File: src/rtl/irq_agg_pkg.sv
package irq_agg_pkg;
  localparam int DW          = 32;
  localparam int AW          = 3;
  localparam int PHY_EVTS    = 7;
  localparam int GPIO_LINES  = 12;
  localparam int MAC_EVTS    = 5;
  localparam int NUM_PORTS   = 2;

  // fixed bit positions
  localparam int TOP_PHY1_BIT = 26;
  localparam int TOP_PHY2_BIT = 27;
  localparam int TOP_GPIO_BIT = 12;
  localparam int TOP_MAC_LSB  = 0;
  localparam int CFG_GIE_BIT  = 8;
  localparam int GPIO_EN_LSB  = 16;

  // register addresses
  localparam logic [AW-1:0] A_TOP_STAT  = 3'd0;
  localparam logic [AW-1:0] A_TOP_EN    = 3'd1;
  localparam logic [AW-1:0] A_CFG       = 3'd2;
  localparam logic [AW-1:0] A_PHY1_STAT = 3'd3;
  localparam logic [AW-1:0] A_PHY1_EN   = 3'd4;
  localparam logic [AW-1:0] A_PHY2_STAT = 3'd5;
  localparam logic [AW-1:0] A_PHY2_EN   = 3'd6;
  localparam logic [AW-1:0] A_GPIO      = 3'd7;

  // sticky update: clear by mask, then set by event (set wins)
  function automatic logic [DW-1:0] sticky_next(input logic [DW-1:0] cur,
                                                 input logic [DW-1:0] clr,
                                                 input logic [DW-1:0] set);
    return (cur & ~clr) | set;
  endfunction

  function automatic logic any_enabled(input logic [DW-1:0] stat,
                                       input logic [DW-1:0] en);
    return (stat & en) != '0;
  endfunction
endpackage

File: src/rtl/irq_leaf_group.sv
module irq_leaf_group
  import irq_agg_pkg::*;
#(
  parameter int W = 7
) (
  input  logic         clk,
  input  logic         rst_n,
  input  logic [W-1:0] evt_i,
  input  logic [W-1:0] clr_i,
  input  logic         en_we_i,
  input  logic [W-1:0] en_wdata_i,
  output logic [W-1:0] status_o,
  output logic [W-1:0] enable_o,
  output logic         summary_o
);
  localparam int PAD = DW - W;

  logic [W-1:0]  status_q;
  logic [W-1:0]  enable_q;
  logic [DW-1:0] status_wide_nxt;

  always_comb begin
    status_wide_nxt = sticky_next({{PAD{1'b0}}, status_q},
                                  {{PAD{1'b0}}, clr_i},
                                  {{PAD{1'b0}}, evt_i});
  end

  always_ff @(posedge clk or negedge rst_n) begin
    if (!rst_n) begin
      status_q <= '0;
      enable_q <= '0;
    end else begin
      status_q <= status_wide_nxt[W-1:0];
      if (en_we_i) enable_q <= en_wdata_i;
    end
  end

  assign status_o  = status_q;
  assign enable_o  = enable_q;
  assign summary_o = any_enabled({{PAD{1'b0}}, status_q}, {{PAD{1'b0}}, enable_q});

  AST_EVT_STICKS: assert property (@(posedge clk) disable iff (!rst_n)
    (evt_i != '0) |=> ((status_q & $past(evt_i)) == $past(evt_i)));
  AST_W1C_CLEARS: assert property (@(posedge clk) disable iff (!rst_n)
    ((clr_i & ~evt_i) != '0) |=> ((status_q & $past(clr_i & ~evt_i)) == '0));
  AST_STATUS_HOLDS: assert property (@(posedge clk) disable iff (!rst_n)
    (evt_i == '0 && clr_i == '0) |=> $stable(status_q));
endmodule

File: src/rtl/irq_top_block.sv
module irq_top_block
  import irq_agg_pkg::*;
#(
  parameter int MAC_N = MAC_EVTS
) (
  input  logic          clk,
  input  logic          rst_n,
  input  logic [MAC_N-1:0] mac_evt_i,
  input  logic [MAC_N-1:0] mac_clr_i,
  input  logic          phy1_sum_i,
  input  logic          phy2_sum_i,
  input  logic          gpio_sum_i,
  input  logic          en_we_i,
  input  logic          cfg_we_i,
  input  logic [DW-1:0] wdata_i,
  output logic [DW-1:0] status_o,
  output logic [DW-1:0] enable_o,
  output logic [DW-1:0] cfg_o,
  output logic          pending_o
);
  localparam int PAD = DW - MAC_N;

  logic [MAC_N-1:0] mac_q;
  logic [DW-1:0]    mac_wide_nxt;
  logic [DW-1:0]    enable_q;
  logic [DW-1:0]    cfg_q;
  logic [DW-1:0]    status_w;

  always_comb begin
    mac_wide_nxt = sticky_next({{PAD{1'b0}}, mac_q},
                               {{PAD{1'b0}}, mac_clr_i},
                               {{PAD{1'b0}}, mac_evt_i});
  end

  always_ff @(posedge clk or negedge rst_n) begin
    if (!rst_n) begin
      mac_q    <= '0;
      enable_q <= '0;
      cfg_q    <= '0;
    end else begin
      mac_q <= mac_wide_nxt[MAC_N-1:0];
      if (en_we_i)  enable_q <= wdata_i;
      if (cfg_we_i) cfg_q    <= wdata_i;
    end
  end

  always_comb begin
    status_w = '0;
    status_w[TOP_MAC_LSB +: MAC_N] = mac_q;
    status_w[TOP_GPIO_BIT]         = gpio_sum_i;
    status_w[TOP_PHY1_BIT]         = phy1_sum_i;
    status_w[TOP_PHY2_BIT]         = phy2_sum_i;
  end

  assign status_o  = status_w;
  assign enable_o  = enable_q;
  assign cfg_o     = cfg_q;
  assign pending_o = any_enabled(status_w, enable_q) && cfg_q[CFG_GIE_BIT];

  AST_MAC_STICKS: assert property (@(posedge clk) disable iff (!rst_n)
    (mac_evt_i != '0) |=> ((mac_q & $past(mac_evt_i)) == $past(mac_evt_i)));
  AST_MAC_CLEARS: assert property (@(posedge clk) disable iff (!rst_n)
    ((mac_clr_i & ~mac_evt_i) != '0) |=> ((mac_q & $past(mac_clr_i & ~mac_evt_i)) == '0));
endmodule

File: src/rtl/irq_out_stage.sv
module irq_out_stage (
  input  logic clk,
  input  logic rst_n,
  input  logic pending_i,
  output logic irq_o
);
  logic irq_q;

  always_ff @(posedge clk or negedge rst_n) begin
    if (!rst_n) irq_q <= 1'b0;
    else        irq_q <= pending_i;
  end

  assign irq_o = irq_q;
endmodule

File: src/rtl/irq_aggregator.sv
module irq_aggregator
  import irq_agg_pkg::*;
#(
  parameter int PHY_N  = PHY_EVTS,
  parameter int GPIO_N = GPIO_LINES,
  parameter int MAC_N  = MAC_EVTS
) (
  input  logic              clk,
  input  logic              rst_n,
  input  logic [PHY_N-1:0]  phy1_evt_i,
  input  logic [PHY_N-1:0]  phy2_evt_i,
  input  logic [GPIO_N-1:0] gpio_evt_i,
  input  logic [MAC_N-1:0]  mac_evt_i,
  input  logic              reg_wen_i,
  input  logic [AW-1:0]     reg_addr_i,
  input  logic [DW-1:0]     reg_wdata_i,
  output logic [DW-1:0]     reg_rdata_o,
  output logic              irq_o
);
  // named write hits
  logic wr_top_stat, wr_top_en, wr_cfg, wr_gpio;
  logic [NUM_PORTS-1:0] wr_phy_stat, wr_phy_en;

  assign wr_top_stat    = reg_wen_i && (reg_addr_i == A_TOP_STAT);
  assign wr_top_en      = reg_wen_i && (reg_addr_i == A_TOP_EN);
  assign wr_cfg         = reg_wen_i && (reg_addr_i == A_CFG);
  assign wr_gpio        = reg_wen_i && (reg_addr_i == A_GPIO);
  assign wr_phy_stat[0] = reg_wen_i && (reg_addr_i == A_PHY1_STAT);
  assign wr_phy_en[0]   = reg_wen_i && (reg_addr_i == A_PHY1_EN);
  assign wr_phy_stat[1] = reg_wen_i && (reg_addr_i == A_PHY2_STAT);
  assign wr_phy_en[1]   = reg_wen_i && (reg_addr_i == A_PHY2_EN);

  // port groups
  logic [NUM_PORTS-1:0][PHY_N-1:0] phy_evt, phy_stat, phy_en;
  logic [NUM_PORTS-1:0]            phy_sum;

  assign phy_evt[0] = phy1_evt_i;
  assign phy_evt[1] = phy2_evt_i;

  for (genvar p = 0; p < NUM_PORTS; p++) begin : g_port
    irq_leaf_group #(.W(PHY_N)) u_leaf (
      .clk        (clk),
      .rst_n      (rst_n),
      .evt_i      (phy_evt[p]),
      .clr_i      (wr_phy_stat[p] ? reg_wdata_i[PHY_N-1:0] : '0),
      .en_we_i    (wr_phy_en[p]),
      .en_wdata_i (reg_wdata_i[PHY_N-1:0]),
      .status_o   (phy_stat[p]),
      .enable_o   (phy_en[p]),
      .summary_o  (phy_sum[p])
    );
  end

  // I/O group
  logic [GPIO_N-1:0] gpio_stat, gpio_en;
  logic              gpio_sum;

  irq_leaf_group #(.W(GPIO_N)) u_gpio (
    .clk        (clk),
    .rst_n      (rst_n),
    .evt_i      (gpio_evt_i),
    .clr_i      (wr_gpio ? reg_wdata_i[GPIO_N-1:0] : '0),
    .en_we_i    (wr_gpio),
    .en_wdata_i (reg_wdata_i[GPIO_EN_LSB +: GPIO_N]),
    .status_o   (gpio_stat),
    .enable_o   (gpio_en),
    .summary_o  (gpio_sum)
  );

  // top level
  logic [DW-1:0] top_stat, top_en, cfg;
  logic          pending;

  irq_top_block #(.MAC_N(MAC_N)) u_top (
    .clk        (clk),
    .rst_n      (rst_n),
    .mac_evt_i  (mac_evt_i),
    .mac_clr_i  (wr_top_stat ? reg_wdata_i[TOP_MAC_LSB +: MAC_N] : '0),
    .phy1_sum_i (phy_sum[0]),
    .phy2_sum_i (phy_sum[1]),
    .gpio_sum_i (gpio_sum),
    .en_we_i    (wr_top_en),
    .cfg_we_i   (wr_cfg),
    .wdata_i    (reg_wdata_i),
    .status_o   (top_stat),
    .enable_o   (top_en),
    .cfg_o      (cfg),
    .pending_o  (pending)
  );

  irq_out_stage u_out (
    .clk       (clk),
    .rst_n     (rst_n),
    .pending_i (pending),
    .irq_o     (irq_o)
  );

  // read mux
  always_comb begin
    reg_rdata_o = '0;
    unique case (reg_addr_i)
      A_TOP_STAT:  reg_rdata_o = top_stat;
      A_TOP_EN:    reg_rdata_o = top_en;
      A_CFG:       reg_rdata_o = cfg;
      A_PHY1_STAT: reg_rdata_o[PHY_N-1:0] = phy_stat[0];
      A_PHY1_EN:   reg_rdata_o[PHY_N-1:0] = phy_en[0];
      A_PHY2_STAT: reg_rdata_o[PHY_N-1:0] = phy_stat[1];
      A_PHY2_EN:   reg_rdata_o[PHY_N-1:0] = phy_en[1];
      A_GPIO: begin
        reg_rdata_o[GPIO_N-1:0]              = gpio_stat;
        reg_rdata_o[GPIO_EN_LSB +: GPIO_N]   = gpio_en;
      end
      default:     reg_rdata_o = '0;
    endcase
  end

  AST_IRQ_LATENCY: assert property (@(posedge clk) disable iff (!rst_n)
    1'b1 |=> (irq_o == ($past((top_stat & top_en) != '0) && $past(cfg[CFG_GIE_BIT]))));
  AST_PHY1_SUMMARY: assert property (@(posedge clk) disable iff (!rst_n)
    ((phy_stat[0] & phy_en[0]) == '0) |-> !top_stat[TOP_PHY1_BIT]);
  AST_PHY2_SUMMARY: assert property (@(posedge clk) disable iff (!rst_n)
    ((phy_stat[1] & phy_en[1]) != '0) |-> top_stat[TOP_PHY2_BIT]);
  AST_GPIO_SUMMARY: assert property (@(posedge clk) disable iff (!rst_n)
    ((gpio_stat & gpio_en) == '0) |-> !top_stat[TOP_GPIO_BIT]);
endmodule

File: config.mk
export PLATFORM = sky130hd
export DESIGN_NAME = irq_aggregator
export DESIGN_NICKNAME = d
export VERILOG_FILES = /design/src/rtl/irq_agg_pkg.sv /design/src/rtl/irq_leaf_group.sv /design/src/rtl/irq_top_block.sv /design/src/rtl/irq_out_stage.sv /design/src/rtl/irq_aggregator.sv
export SDC_FILE = /design/constraint.sdc
export NUM_CORES = 1
export LEC_CHECK = 0
export ABC_AREA = 0
export BUFFER_PORTS_ARGS = -buffer_cell sky130_fd_sc_hd__buf_2
export CAP_MARGIN = 20
export CORE_MARGIN = 1.5
export CORE_UTILIZATION = 56
export CTS_BUF_LIST = sky130_fd_sc_hd__clkbuf_16
export DETAILED_ROUTE_END_ITERATION = 7
export GPL_TIMING_DRIVEN = 0
export PLACE_DENSITY_LB_ADDON = 0.2
export SLEW_MARGIN = 0
export SYNTH_ARGS = -nofsm -noshare
export SYNTH_HDL_FRONTEND = slang
export SYNTH_SLANG_ARGS = --single-unit
File: constraint.sdc
create_clock -name clk -period 1.8 [get_ports clk]
set_input_delay 0.27 -clock clk [delete_from_list [all_inputs] [get_ports clk]]
set_output_delay 0.27 -clock clk [all_outputs]
set_load 0.01 [all_outputs]
==> results.ini, run 1 <==
[status]
status = finished, violations left
violations = negative setup slack

[timing]
worst_pin_slew_ns = 0.9338
min_period_ns = 2.247
fin_worst_skew_ns = 0.008037
fin_tns_setup_ns = -2.017
slew_violations = 0
layout_setup_ws_ns = -0.4467
fmaxAchievable_mhz = 445.1
finalSetupViolCount = 9
finalHoldViolations = 0
rsz0062_at_grt = yes
period_share = 1.248
slew_headroom = 0.3727

[setup_path]
end_kind = output port
cp.required_ns = 1.53
start_kind = flip-flop
arrival_ns = 1.98
cp_max_fo = 3
crit_type = reg -> out

[cells_and_area]
areaGrowthSynthToFinish_pct = 27.21
seq_area_um2 = 3054
final_cells = 740
diodes = 0
fill_cells = 668
multi_input_area_um2 = 2599
drive_above_1_share = 0.4300
final_nets = 663

[clock_network]
tritoncts = done
cts_htree_levels = 4
clock-sinks = 122
path_clk_slew_ns = 0.06
cts_buffers = 17
insertion_delay_ns = 0.40
cts_root_buf = clkbuf_16
clk_path_buf_depth = 2

[yosys]
synth.top_cell.area_share = 0.5350
async_flop_share = 1.000
synth_cell_types = 36
yosys_warnings = 0
seq_area_frac_synth = 0.5350
yosys-top-cells-count = dfrtp_1, nand2_1, mux2_2
postSynthAreaPerCell_um2 = 12.25
synth_nets = 535
yosysTopAreaCell = dfrtp_1
ys.flop_type = dfrtp_1
syn-instance-count = 466
synth_edf_count = 0
syn_area_um2 = 5707
ys_seq_elements = 122
synth_area_leaders = dfrtp_1, mux2_2, nand2_1
synth.most_common_cell = dfrtp_1

[detailed_routing]
antenna_left = 0
wirelength_um = 15640
vias = 4542
drt_pass1_iterations = 7
drc = 0
wl_per_cell_um = 21.13
drtIter0Drc = 364
avgViaCountPerCell = 6.138

[placement]
place_hpwl_um = 10470
place_congestion = 0.8980
pre_cts_slack_ns = -0.3305
dp.cells = 698
port_buffers = 98

[die]
num_io_pins = 102
core-area_um2 = 9819
rows = 36
die_y_um = 104.0
dieArea_um2 = 10810
fp.dieW_um = 104.0
initial_core_util = 0.5812

[min_path]
hold_class = in -> reg

[grt]
grt_pass1_vias = 4699
grt_max_degree = 65
grt_pass1_wl_um = 25050
antenna_found_initial = 0
overflow = 0
grtUsageTotal = 0.3015

[pwr]
peakVddDrop_uv = 690.1
power_leakage_nw = 3.219
power_density_nw_per_um2 = 1139

[run]
drv_cap = 0

[logic make-up (layout without fill, tap and decap cells)]
logic type	Yosys count	count (layout)	synth area share
AO/OA/AOI/OAI	108	108	0.1467
buffers and inverters	29	170	0.03113
flip-flops	122	122	0.5350
multiplexers	93	93	0.1989
AND/OR/NAND/NOR	114	114	0.08836
[final cells by class]
class / instances / area share
multi-input combinational: 315 / 0.3580
clock inverter: 15 / 0.02189
clock buffer: 17 / 0.05860
buffer: 25 / 0.02706
sequential: 122 / 0.4207
tap: 133 / 0.02292
inverter: 3 / 0.001551
timing repair buffer: 110 / 0.08928
[cells in the final DEF (no fill, tap or decap), types with 2 or more instances in the layout]
master     count
a21oi_2        2
mux2_4         3
clkbuf_4       2
a22oi_1       19
clkinv_2       4
nand3b_1       2
clkbuf_2       2
clkinv_4       2
nor3_1         2
o21ai_0        3
buf_4         12
mux2_1        20
a21o_1        31
clkinv_1       2
nand3_1        3
a222oi_1       3
nor2_4         3
nand2_1       76
mux2i_1        2
clkbuf_16     17
a22oi_2        2
buf_6         13
nor2_1        10
bufinv_16      3
nor2b_1        2
a22o_1        33
nor2_2         2
o21ai_2        2
o22ai_1        2
o21ai_1        2
mux4_2         8
buf_2        102
inv_1          5
nand2_2        6
dfrtp_1      121
mux2_2        60
[sequential cells by signal (all words and copies together) (netlist names)]
register,count
u_gpio.enable_o,12
u_gpio.status_o,12
g_port.u_leaf.enable_o,14
g_port.u_leaf.status_o,14
u_top.cfg_o,32
u_top.enable_o,32
u_out.irq_o,1
u_top.mac_q,5
[power breakdown]
group	total [mW]	switching, mW	internal (mW)
Combinational	1.39	0.645	0.741
Sequential	3.53	0.323	3.20
Clock	3.36	1.21	2.15
[path summary, 6_finish.rpt]
| path | startpoint | to | slack, ns | cells past startpoint |
|---|---|---|---|---|
| worst min-delay path | gpio_evt_i[9] | u_gpio.status_o[9] | 0.04 | 2 |
| worst min register to register | u_top.cfg_o[5] | u_top.cfg_o[5] | 0.48 | 1 |
| worst max register to register | g_port[0].u_leaf.status_o[3] | u_out.irq_o | 0.01 | 7 |
| max in group asynchronous | rst_n | u_top.cfg_o[26] | 0.69 | 3 |
| min in group asynchronous | rst_n | g_port[0].u_leaf.status_o[0] | 0.42 | 2 |
| worst max-delay path | g_port[0].u_leaf.status_o[3] | reg_rdata_o[26] | -0.45 | 5 |
[repair_timing]
item / CTS / global route
hold buffers: 1 / 0
endpoints found under the hold margin: 58 / 0
setup endpoints to repair: 32 / 21
buffers inserted: 10 / 3
pin swaps: 11 / 11
gates resized for setup: 37 / 18
[stage by stage]
stage,hold WS (ns),util,power [mW],area [um^2]
3_5_place_dp,0.2769,0.6515,4.764,6397
2_1_floorplan,-0.02559,-,4.259,5707
4_1_cts,0.03229,0.7322,8.227,7189
3_3_place_gp,0.4472,0.6481,4.676,6364
5_1_grt,0.02194,0.7393,8.603,7259
6_report,0.03694,0.7393,8.271,7259
[worst max-delay path: stages (launching register included)]
cell	delay, ns
dfrtp_1	0.43
a222oi_1	0.30
nand3_1	0.18
mux2_2	0.29
a22o_1	0.22
buf_2	0.14
[per-layer routing]
metal / wire, um / vias to the layer above / track usage
met5: 0 / - / 0
met4: 397 / 0 / 0.1081
met3: 1271 / 34 / 0.07393
met2: 7616 / 238 / 0.4839
met1: 6353 / 2305 / 0.4012
li1: - / 1965 / -
Power figures use the tool's default switching activity.
==> run 2, diff against run 1 <==
--- a/config.mk
+++ b/config.mk
@@ -8,8 +8,10 @@
 export ABC_AREA = 0
 export BUFFER_PORTS_ARGS = -buffer_cell sky130_fd_sc_hd__buf_2
 export CAP_MARGIN = 20
+export CELL_PAD_IN_SITES_DETAIL_PLACEMENT = 0
+export CELL_PAD_IN_SITES_GLOBAL_PLACEMENT = 2
 export CORE_MARGIN = 1.5
-export CORE_UTILIZATION = 56
+export CORE_UTILIZATION = 37
 export CTS_BUF_LIST = sky130_fd_sc_hd__clkbuf_16
 export DETAILED_ROUTE_END_ITERATION = 7
 export GPL_TIMING_DRIVEN = 0
==> results.ini, run 2 (synthesis results as in run 1) <==
[timing]
layout_setup_ws_ns = -0.6258  ; was -0.4467 ns
slew_violations = 0  ; unchanged
rsz0062_at_grt = yes  ; unchanged
fmaxAchievable_mhz = 412.2  ; was 445.1 MHz
fin_tns_setup_ns = -2.250  ; was -2.017 ns
fin_worst_skew_ns = 0.009313  ; was 0.008037 ns
finalSetupViolCount = 11  ; was 9
worst_pin_slew_ns = 0.9809  ; was 0.9338 ns
slew_headroom = 0.3410  ; was 0.3727
min_period_ns = 2.426  ; was 2.247 ns
period_share = 1.348  ; was 1.248
finalHoldViolations = 0  ; unchanged
fin_hold_ws_ns = 0.02038  ; was 0.03694 ns

[setup_path]
arrival_ns = 2.16  ; was 1.98 ns
cp.required_ns = 1.53  ; about the same
end_kind = output port  ; unchanged
crit_type = reg -> out  ; unchanged
cp_max_fo = 3  ; unchanged
reg2reg_depth = 5  ; was 7
start_kind = flip-flop  ; unchanged

[detailed_routing]
wl_per_cell_um = 21.47  ; was 21.13 um
drc = 0  ; unchanged
vias = 4322  ; was 4,542
drt_pass1_iterations = 5  ; was 7
avgViaCountPerCell = 5.416  ; was 6.138
wirelength_um = 17130  ; was 15,640 um
drtIter0Drc = 291  ; was 364
antenna_left = 0  ; unchanged

[run]
drv_cap = 0  ; unchanged

[cells_and_area]
final_nets = 668  ; was 663
areaGrowthSynthToFinish_pct = 28.46  ; was 27.21%
layout_common_cells = dfrtp_1, buf_2, nand2_1, mux2_2, a22o_1  ; unchanged
fill_cells = 1396  ; was 668
drive_above_1_share = 0.4377  ; was 0.4300
final_common_cell = dfrtp_1  ; unchanged
post-route-util = 0.4840  ; was 0.7393
final_area_um2 = 7331  ; was 7259 um^2
diodes = 0  ; unchanged

[status]
status = finished, violations left  ; unchanged
violations = negative setup slack  ; unchanged

[pwr]
p_total_mw = 8.072  ; was 8.271 mW
pwr-share-comb = 0.171  ; was 0.168
internal_power_mw = 5.940  ; was 6.096 mW
power.switching_mw = 2.132  ; was 2.174 mW
power_leakage_nw = 3.212  ; was 3.219 nW
sw_frac_of_total = 0.2642  ; was 0.2629
power_density_nw_per_um2 = 1101  ; was 1139 nW/um^2
p_seq_frac = 0.435  ; was 0.426
clkPwrFrac = 0.395  ; was 0.406
peakVddDrop_uv = 683.3  ; was 690.1 uV

[grt]
grt_pass1_wl_um = 26800  ; was 25,050 um
antenna_found_initial = 0  ; unchanged
grt_max_degree = 83  ; was 65
overflow = 0  ; unchanged
grtUsageTotal = 0.2271  ; was 0.3015
grt_pass1_vias = 4504  ; was 4,699

[die]
rows = 45  ; was 36
fp.dieW_um = 127.2  ; was 104.0 um
die_y_um = 127.2  ; was 104.0 um
core-area_um2 = 15150  ; was 9819 um^2
num_io_pins = 102  ; unchanged
initial_core_util = 0.3768  ; was 0.5812
dieArea_um2 = 16180  ; was 10,810 um^2

[min_path]
holdPathStages = 2  ; unchanged
hold_class = in -> reg  ; unchanged

[clock_network]
cts_root_buf = clkbuf_16  ; unchanged
path_clk_slew_ns = 0.05  ; was 0.06 ns
cts_htree_levels = 4  ; unchanged
clock-sinks = 122  ; unchanged
cts_buffers = 17  ; unchanged
insertion_delay_ns = 0.42  ; was 0.40 ns
tritoncts = done  ; unchanged
clk_path_buf_depth = 2  ; unchanged

[placement]
place_congestion = 0.8339  ; was 0.8980
place_hpwl_um = 11790  ; was 10,470 um
place_area_um2 = 6466  ; was 6397 um^2
port_buffers = 98  ; unchanged

-- run 2: changes by cell type in the layout (fill, tap and decap cells not counted), sizes merged --
cell / before / now
inv: 6 / 4
clkinvlp: 1 / 2
bufinv: 3 / 2
clkbuf: 21 / 22
buf: 130 / 134
-- run 2: worst max-delay path, stage by stage (launching register included) --
cell      delay [ns]
dfrtp_1         0.41
a222oi_1        0.47
nand3_1         0.19
mux2_2          0.30
a22o_1          0.22
buf_2           0.14
-- run 2: timing repair --
| action | 4_1_cts | 5_1_grt |
|---|---|---|
| endpoints found under the hold margin | 40 | 0 |
| gates resized for setup | 36 | 27 |
| pin swaps | 10 | 9 |
| endpoints found under the setup margin | 32 | 28 |
| hold buffers | 1 | 0 |
| setup buffers | 9 | 5 |
-- run 2: through the flow --
step	setup slack, ns	cells
floorplan	0.1700	466
finish	-0.6258	798
detailed placement	-0.4300	753
CTS	-0.5938	793
global route	-0.7026	798
global placement	-1.182	752
-- run 2: final timing paths --
check | start | slack (ns) | end
worst max register to register | g_port[1].u_leaf.enable_o[2] | 0.08 | u_out.irq_o
worst min-delay path | gpio_evt_i[10] | 0.02 | u_gpio.status_o[10]
worst max-delay path | g_port[0].u_leaf.status_o[2] | -0.63 | reg_rdata_o[26]
worst min register to register | u_top.cfg_o[3] | 0.48 | u_top.cfg_o[3]
max in group asynchronous | rst_n | 0.71 | u_gpio.enable_o[3]
min in group asynchronous | rst_n | 0.33 | u_top.cfg_o[2]
-- run 2: power by group through the flow --
stage	Sequential (mW)	Combinational [mW]	Clock, mW
floorplan	3.44	0.821	0
global placement	3.52	1.20	0
detailed placement	3.54	1.23	0
CTS	3.50	1.32	3.23
global route	3.57	1.51	3.36
finish	3.51	1.38	3.19
-- run 2: routing by layer --
layer	vias to the layer above	global-route usage	part of all wire
met1	2221	0.3152	0.47
met3	24	0.04983	0.038
li1	1977	-	-
met4	0	0.08623	0.020
met5	-	0	0
met2	100	0.3497	0.47
-- run 2: layout make-up --
cell class	count	area, um^2	share of cell area
buffer	26	212.7	0.02902
clock buffer	17	425.4	0.05803
clock inverter	13	112.6	0.01536
inverter	3	11.26	0.001536
multi-input combinational	315	2596	0.3542
sequential	122	3062	0.4176
tap	188	235.2	0.03209
timing repair buffer	114	675.6	0.09217
